==> src/rtl/pdt_pkg.sv <==
package pdt_pkg;
  typedef enum logic {
    PDT_LOW  = 1'b0,
    PDT_HIGH = 1'b1
  } pdt_state_e;
endpackage

==> src/rtl/pdt_run_counter.sv <==
module pdt_run_counter #(
  parameter int CNT_W = 16
) (
  input  logic             clk,
  input  logic             rst,
  input  logic             adv,
  input  logic             clr,
  output logic [CNT_W-1:0] count
);
  localparam logic [CNT_W-1:0] CNT_MAX = {CNT_W{1'b1}};

  always_ff @(posedge clk) begin
    if (rst || clr) begin
      count <= '0;
    end else if (adv) begin
      count <= count + 1'b1;
    end
  end

  // The interval ends when count meets the limit, so it can never be asked to pass all-ones
  AST_CNT_NO_WRAP: assert property (@(posedge clk) disable iff (rst)
    adv |-> (count != CNT_MAX));
endmodule

==> src/rtl/pdt_limit_hold.sv <==
module pdt_limit_hold #(
  parameter int CNT_W = 16
) (
  input  logic             clk,
  input  logic             rst,
  input  logic             load,
  input  logic             use_pickup,
  input  logic [CNT_W-1:0] pickup_len,
  input  logic [CNT_W-1:0] dropout_len,
  output logic [CNT_W-1:0] active_lim
);
  logic [CNT_W-1:0] held_q;
  logic [CNT_W-1:0] fresh;

  assign fresh      = use_pickup ? pickup_len : dropout_len;
  assign active_lim = load ? fresh : held_q;

  always_ff @(posedge clk) begin
    if (rst) begin
      held_q <= '0;
    end else if (load) begin
      held_q <= fresh;
    end
  end
endmodule

==> src/rtl/pdt_timer.sv <==
module pdt_timer #(
  parameter int CNT_W = 16
) (
  input  logic             clk,
  input  logic             rst,
  input  logic             tick,
  input  logic             din,
  input  logic [CNT_W-1:0] pickup_len,
  input  logic [CNT_W-1:0] dropout_len,
  output logic             qual_out
);
  import pdt_pkg::*;

  pdt_state_e       state_q;
  logic [CNT_W-1:0] run_cnt;
  logic [CNT_W-1:0] active_lim;
  logic             out_high;
  logic             mismatch;
  logic             first_tick;
  logic             done;
  logic             cnt_adv;
  logic             cnt_clr;

  assign out_high   = (state_q == PDT_HIGH);
  assign mismatch   = tick && (din != out_high);
  assign first_tick = (run_cnt == '0);
  assign done       = mismatch && (run_cnt == active_lim);
  assign cnt_adv    = mismatch && !done;
  assign cnt_clr    = (tick && !mismatch) || done;

  pdt_limit_hold #(.CNT_W(CNT_W)) u_lim (
    .clk        (clk),
    .rst        (rst),
    .load       (mismatch && first_tick),
    .use_pickup (!out_high),
    .pickup_len (pickup_len),
    .dropout_len(dropout_len),
    .active_lim (active_lim)
  );

  pdt_run_counter #(.CNT_W(CNT_W)) u_cnt (
    .clk  (clk),
    .rst  (rst),
    .adv  (cnt_adv),
    .clr  (cnt_clr),
    .count(run_cnt)
  );

  always_ff @(posedge clk) begin
    if (rst) begin
      state_q <= PDT_LOW;
    end else if (done) begin
      state_q <= out_high ? PDT_LOW : PDT_HIGH;
    end
  end

  assign qual_out = out_high;

  AST_RISE_NEEDS_HIGH_TICK: assert property (@(posedge clk) disable iff (rst)
    $rose(qual_out) |-> $past(tick && din));
  AST_FALL_NEEDS_LOW_TICK: assert property (@(posedge clk) disable iff (rst)
    ($fell(qual_out) && !$past(rst)) |-> $past(tick && !din));
  AST_MATCH_CLEARS_RUN: assert property (@(posedge clk) disable iff (rst)
    (tick && (din == qual_out)) |=> (run_cnt == '0));
  AST_ZERO_PICKUP: assert property (@(posedge clk) disable iff (rst)
    (tick && din && !qual_out && (run_cnt == '0) && (pickup_len == '0)) |=> qual_out);
  AST_ZERO_DROPOUT: assert property (@(posedge clk) disable iff (rst)
    (tick && !din && qual_out && (run_cnt == '0) && (dropout_len == '0)) |=> !qual_out);
  AST_IDLE_HOLDS: assert property (@(posedge clk) disable iff (rst)
    !tick |=> ($stable(qual_out) && $stable(run_cnt)));
  AST_RESET_CLEARS: assert property (@(posedge clk)
    rst |=> (!qual_out && (run_cnt == '0)));
endmodule

==> config.mk <==
export PLATFORM = sky130hd
export DESIGN_NAME = pdt_timer
export DESIGN_NICKNAME = d
export VERILOG_FILES = /design/src/rtl/pdt_pkg.sv /design/src/rtl/pdt_run_counter.sv /design/src/rtl/pdt_limit_hold.sv /design/src/rtl/pdt_timer.sv
export SDC_FILE = /design/constraint.sdc
export NUM_CORES = 1
export LEC_CHECK = 0
export ABC_AREA = 1
export BUFFER_PORTS_ARGS = -buffer_cell sky130_fd_sc_hd__clkbuf_2
export CAP_MARGIN = 20
export CORE_MARGIN = 2
export CORE_UTILIZATION = 55
export CTS_BUF_LIST = sky130_fd_sc_hd__clkbuf_16
export CTS_CLUSTER_DIAMETER = 100
export CTS_CLUSTER_SIZE = 14
export DETAILED_ROUTE_END_ITERATION = 10
export GPL_ROUTABILITY_DRIVEN = 0
export GPL_TIMING_DRIVEN = 0
export HOLD_SLACK_MARGIN = 0.12
export PLACE_DENSITY = 0.81
export SETUP_SLACK_MARGIN = 0.2
export SLEW_MARGIN = 20
export SYNTH_ARGS = -nofsm -noshare
export SYNTH_HDL_FRONTEND = slang
export SYNTH_SLANG_ARGS = --single-unit
==> constraint.sdc <==
create_clock -name clk -period 5.8 [get_ports clk]
set_clock_uncertainty 0.05 [all_clocks]
set_input_delay 1.16 -clock clk [delete_from_list [all_inputs] [get_ports clk]]
set_output_delay 1.16 -clock clk [all_outputs]
set_load 0.05 [all_outputs]
==> impl_metrics.ini, run 1 <==
[outcome]
status = complete, no violations

[setup_path]
path_max_fanout = 10
critPathKind = input port to flop
cpPeakStageDelay_ns = 0.26
critical_path_buf_inv_count = 3
required_ns = 5.91
slowest_stage = buf_2
cp-end-kind = flop
crit_top_cell = nand2_1
worst-endpoint-arrival_ns = 3.17
cp_cell_sequence = clkbuf_2 > nand2_1 > nand2_1 > nor2_4 > buf_2 > nand4_1 > nand3_1 > nand2_1 > nor2_1 > nand2_1 > nor2_4 > nand3_2 > nand2_2 > buf_6 > a21oi_1
crit_family = simple AND/OR/NAND/NOR gates
startpoint_type = input port

[sta]
slew_viol_final = 0
fmax_mhz = 327
maxSlewHeadroom_pct = 65.9
setup_tns_ns = 0
grt_setup_unrepaired = no
whs_ns = 0.426
fin_crit_ns = 3.06
finalSetupViolations = 0
fin_ws_ns = 2.74
worstMarginPinSlew_ns = 0.511
min_period_over_period_pct = 52.7
hold_viol = 0

[synth]
synth_nets = 420
synthFlopType = dfxtp_1
synth_top_area_share_pct = 28.3
synth_cells = 382
yosysSeqAreaShare_pct = 28.3
synthArstFlopShare_pct = 0
synthXorXnorAreaFrac_pct = 0.751
synth.cell_area_um2 = 2330
ys_warn_count = 0
synthAdderAreaFrac_pct = 1.07
synth_compound_area_share_pct = 7.73
synth_area_leaders = dfxtp_1, nand2_1, nand3_1
yosys.area_share.simple_pct = 51.1
synth_top_area_cell = dfxtp_1
synth_area_per_cell_um2 = 6.11
synth-edff-count = 0
muxShareOfSynthArea_pct = 0.429
synth_top_family_by_area = simple AND/OR/NAND/NOR gates
synth_cell_types = 28
synth_seq_cells = 33

[cells_and_area]
register_area_um2 = 661
nets = 462
fill_cells = 378
multi_input_area_um2 = 1420
final_cells = 475
drive_above_1_share_pct = 20.0
layout_commonest_cell = nand2_1
layout_common_cells = nand2_1, nor2_1, inv_1, nand3_1, clkbuf_2
area_growth_pct = 17.2
antenna_cells = 0

[route]
routed_wl_mm = 6.01
viasPerCell = 5.27
drc = 0
drt_iter0_drc = 199
drtPass1Iterations = 5
routedWlPerCell_um = 12.6
ant_nets = 0
vias = 2501

[global_route]
overflow = 0
grt_max_degree = 11
grt_pass1_vias = 2270
antenna_found_initial = 0
grt_pass1_wl_mm = 10.2
grtUsageTotal_pct = 26.1

[floorplanning]
start_util_pct = 57.9
ios = 37
coreArea_um2 = 4030
die-area_um2 = 4780
rows = 23
die_h_um = 69.1
die_w_um = 69.1

[power_and_ir_drop]
pwr_density_cell_nw_per_um2 = 230
power_mw = 0.628
power.leakage_nw = 1.28
vdd_drop_max_v = 0.000167

[clock_tree]
h-tree-depth = 2
clock_path_buffers = 2
cts_resized = 0
post-cts-setup-buffers = 0
clk_pin_slew_ns = 0.05
ctsRootBufferMaster = clkbuf_16
cts_buffers = 5
insertion_delay_ns = 0.27
cts_tree = built
postCtsHoldBufs = 0
cts_num_sinks = 33

[placement]
place_inst = 467
place_ws_ns = 2.48
io_buffer_count = 35
dp_hpwl_mm = 4.53

[job]
cap_viol_max_count = 0

[min_path]
hold_class = flop to flop
-- cells in the mapped netlist, types with 3 or more instances --
library cell,count
nand2_1,128
a21oi_1,21
nand2_4,3
nor3_1,5
nand3_2,3
inv_1,38
nand4_1,17
nand2_2,10
a21oi_2,4
nand3_1,35
buf_6,4
nor2_1,42
nor2_4,6
o21ai_0,8
buf_2,6
dfxtp_1,33
-- per-layer routing --
layer | vias up | part of all wire (%) | wire length, um | GRT usage [%]
met5 | - | 0 | 0 | 0
met4 | 0 | 1.0 | 61 | 6.10
met3 | 8 | 6.8 | 408 | 5.56
met2 | 94 | 47 | 2820 | 44.2
met1 | 1092 | 45 | 2710 | 33.8
li1 | 1307 | - | - | -
-- report_power, final --
part	internal [mW]	switching [mW]	total (mW)
logic	0.0374	0.0601	0.0975
registers	0.234	0.00307	0.237
clock network	0.199	0.0936	0.293
-- worst reg2reg max path, delay by kind of cell (launching register included) --
family	cells	cell delay (ns)
DFF	1	0.33
and+or+nand+nor	11	1.36
AOI/OAI and AO/OA	1	0.06
adders and majority gates	1	0.22
buffers and inverters	4	0.54
-- layout make-up --
class,instances,area share [%]
Timing Repair Buffer,35,6.41
Buffer,14,3.57
Sequential cell,33,24.2
Clock inverter,3,1.37
Inverter,40,5.49
Tap cell,50,2.29
Clock buffer,5,4.58
Multi-Input combinational cell,295,52.1
-- kinds of logic after synthesis --
kind of cell | count (synthesis)
adder cells (fa/ha/maj) | 2
XOR/XNOR | 2
AND/OR/NAND/NOR | 257
buffers and inverters | 54
multiplexers | 1
flip-flops | 33
AO/OA/AOI/OAI | 33
-- state kept, by name (all words and copies together), names as in the netlist --
name and cells:
u_cnt.count 16, u_lim.held_q 16, qual_out 1
-- through the flow --
step	util (%)	area [um^2]
after global routing	67.8	2730
final	67.8	2730
after CTS	67.8	2730
after global placement	63.8	2570
after floorplan	-	2330
after detailed placement	63.8	2570
-- path summary, 6_finish.rpt --
| check | startpoint | end | slack [ns] | cells after the start |
|---|---|---|---|---|
| worst max register to register | u_cnt.count[0]$_SDFFE_PP0P_ | u_cnt.count[5]$_SDFFE_PP0P_ | 3.15 | 17 |
| worst max-delay path | din | u_cnt.count[5]$_SDFFE_PP0P_ | 2.74 | 15 |
| worst min-delay path | u_lim.held_q[0]$_SDFF_PP0_ | u_lim.held_q[0]$_SDFF_PP0_ | 0.43 | 2 |
| worst min register to register | u_lim.held_q[0]$_SDFF_PP0_ | u_lim.held_q[0]$_SDFF_PP0_ | 0.43 | 2 |
(Power assumes the default switching activity.)
==> run 2, diff against run 1 <==
- clock period: 5.8 -> 3.1 ns (I/O delays scaled with it)
==> run 2 against run 1 <==
  * Final area rose by 0.69%
  * Combinational power rose by 91%
  * Via count rose by 0.80%
  * Count of clock-buffer cells in the layout did not move
  * Die area did not move
  * First-iteration DRC count fell by 8.0%
  * Power rose by 88%
  * Core utilization rose by 0.47 points
  * Global-route usage did not move
  * Worst setup slack got worse by 2.2 ns
  * Non-clock buffer count did not move
  * Critical path type is now flop to flop
==> impl_metrics.ini, run 2 (synthesis results as in run 1) <==
[route]
ant_nets = 0
viasPerCell = 5.31
vias = 2521
drc = 0
routed_wl_mm = 5.99
drtPass1Iterations = 5
routedWlPerCell_um = 12.6
drt_iter0_drc = 183

[sta]
worstMarginPinSlew_ns = 0.514
setup_tns_ns = 0
slew_viol_final = 0
hold_viol = 0
grt_setup_unrepaired = no
fin_crit_ns = 2.61
maxSlewHeadroom_pct = 65.8
whs_ns = 0.426
min_period_over_period_pct = 84.1
fmax_mhz = 384
finalSetupViolations = 0

[setup_path]
cp-startpoint = u_cnt.count[1]$_SDFFE_PP0P_
critPathKind = flop to flop
path_max_fanout = 10
startpoint_type = flop
rr_startpoint = u_cnt.count[1]$_SDFFE_PP0P_
cp_cell_sequence = inv_1 > ha_1 > inv_1 > nor2_1 > nand2_1 > nor2_4 > nand3_2 > buf_6 > nand2_2 > nand2_1 > nand2_1 > nand2_1 > nor2_1 > nand2_1 > nor2_2 > nand2_4 > clkbuf_4 > a21oi_1 > nor2_1
worst-endpoint-arrival_ns = 2.73
crit_family = simple AND/OR/NAND/NOR gates
critical_path_buf_inv_count = 4
required_ns = 3.22
cpPeakStageDelay_ns = 0.33
crit_top_cell = nand2_1
slowest_stage = dfxtp_1
cp-end-kind = flop

[clock_tree]
clock_path_buffers = 2
h-tree-depth = 2
insertion_delay_ns = 0.27
cts_buffers = 5
postCtsHoldBufs = 0
cts_num_sinks = 33
clk_pin_slew_ns = 0.05
ctsRootBufferMaster = clkbuf_16
cts_tree = built
post-cts-setup-buffers = 0

[cells_and_area]
nets = 462
layout_commonest_cell = nand2_1
layout_common_cells = nand2_1, nor2_1, inv_1, nand3_1, clkbuf_2
area_growth_pct = 18.0
drive_above_1_share_pct = 20.2
antenna_cells = 0
fill_cells = 375

[global_route]
grt_max_degree = 11
antenna_found_initial = 0
overflow = 0
grt_pass1_vias = 2270
grtUsageTotal_pct = 26.1
grt_pass1_wl_mm = 10.2

[floorplanning]
ios = 37
start_util_pct = 57.9
die_h_um = 69.1
rows = 23
die-area_um2 = 4780
die_w_um = 69.1
coreArea_um2 = 4030

[power_and_ir_drop]
pwr_density_cell_nw_per_um2 = 428
power_frac_comb_pct = 15.8
swShare_pct = 25.0
power_mw = 1.18
p_seq_share_pct = 37.7
power.leakage_nw = 1.29
power.switching_mw = 0.295
vdd_drop_max_v = 0.000311
p_clk_share_pct = 46.5
p_int_mw = 0.883

[job]
cap_viol_max_count = 0

[outcome]
status = complete, no violations

[min_path]
min_from = u_lim.held_q[0]$_SDFF_PP0_
hold_class = flop to flop

[placement]
dp_hpwl_mm = 4.53
io_buffer_count = 35
run 2: changes by cell type in the layout (fill, tap and decap cells not counted):
cell      delta
inv_2        +1
nand3_2      -1
nand2_2      -1
buf_6        +1
clkbuf_4     +1
nand3_4      +1
buf_2        -1
nand2_4      +1
inv_1        -1
buf_4        -1
run 2: timing repair:
item                                    4_1_cts  5_1_grt
hold endpoints to repair                      0        0
gates resized for setup                       0        5
endpoints found under the setup margin        0       10
run 2: tightest hold or removal path, delay by kind of cell (launching register included):
kind / cells / cell delay [ns]
flip-flops: 1 / 0.30
AO/OA/AOI/OAI: 1 / 0.05
AND/OR/NAND/NOR: 1 / 0.07
run 2: stage by stage:
stage          instances  utilization (%)  worst slack, ns  cell area (um^2)
2_1_floorplan        382                -            0.686              2330
3_3_place_gp         467             63.8            0.355              2570
3_5_place_dp         467             63.8            0.321              2570
4_1_cts              475             67.8            0.480              2730
5_1_grt              475             68.3            0.225              2750
6_report             475             68.3            0.494              2750
run 2: area by class of cell:
class	instances	area [um^2]	area share (%)
multi-input combinational	295	1440	52.2
clock buffer	5	125	4.55
sequential	33	661	24.0
clock inverter	3	37.5	1.36
inverter	40	150	5.46
buffer	14	104	3.77
timing repair buffer	35	175	6.37
tap	50	62.6	2.27
run 2: worst paths after layout:
kind	cells after the start	endpoint	slack (ns)
max	19	u_cnt.count[6]$_SDFFE_PP0P_	0.49
min	2	u_lim.held_q[0]$_SDFF_PP0_	0.43
max reg2reg	19	u_cnt.count[6]$_SDFFE_PP0P_	0.49
min reg2reg	2	u_lim.held_q[0]$_SDFF_PP0_	0.43
run 2: metal layers:
metal	routed length, um	GRT usage [%]	share of wire, %	vias up
met1	2610	33.8	44	1092
li1	-	-	-	1308
met3	519	5.56	8.7	8
met2	2780	44.2	46	113
met5	0	0	0	-
met4	72	6.10	1.2	0
run 2: power by group through the flow:
stage | clock [mW] | sequential [mW] | combinational (mW)
2_1_floorplan | 0 | 0.452 | 0.130
3_3_place_gp | 0 | 0.452 | 0.176
3_5_place_dp | 0 | 0.453 | 0.180
4_1_cts | 0.554 | 0.444 | 0.181
5_1_grt | 0.577 | 0.446 | 0.210
6_report | 0.547 | 0.444 | 0.186
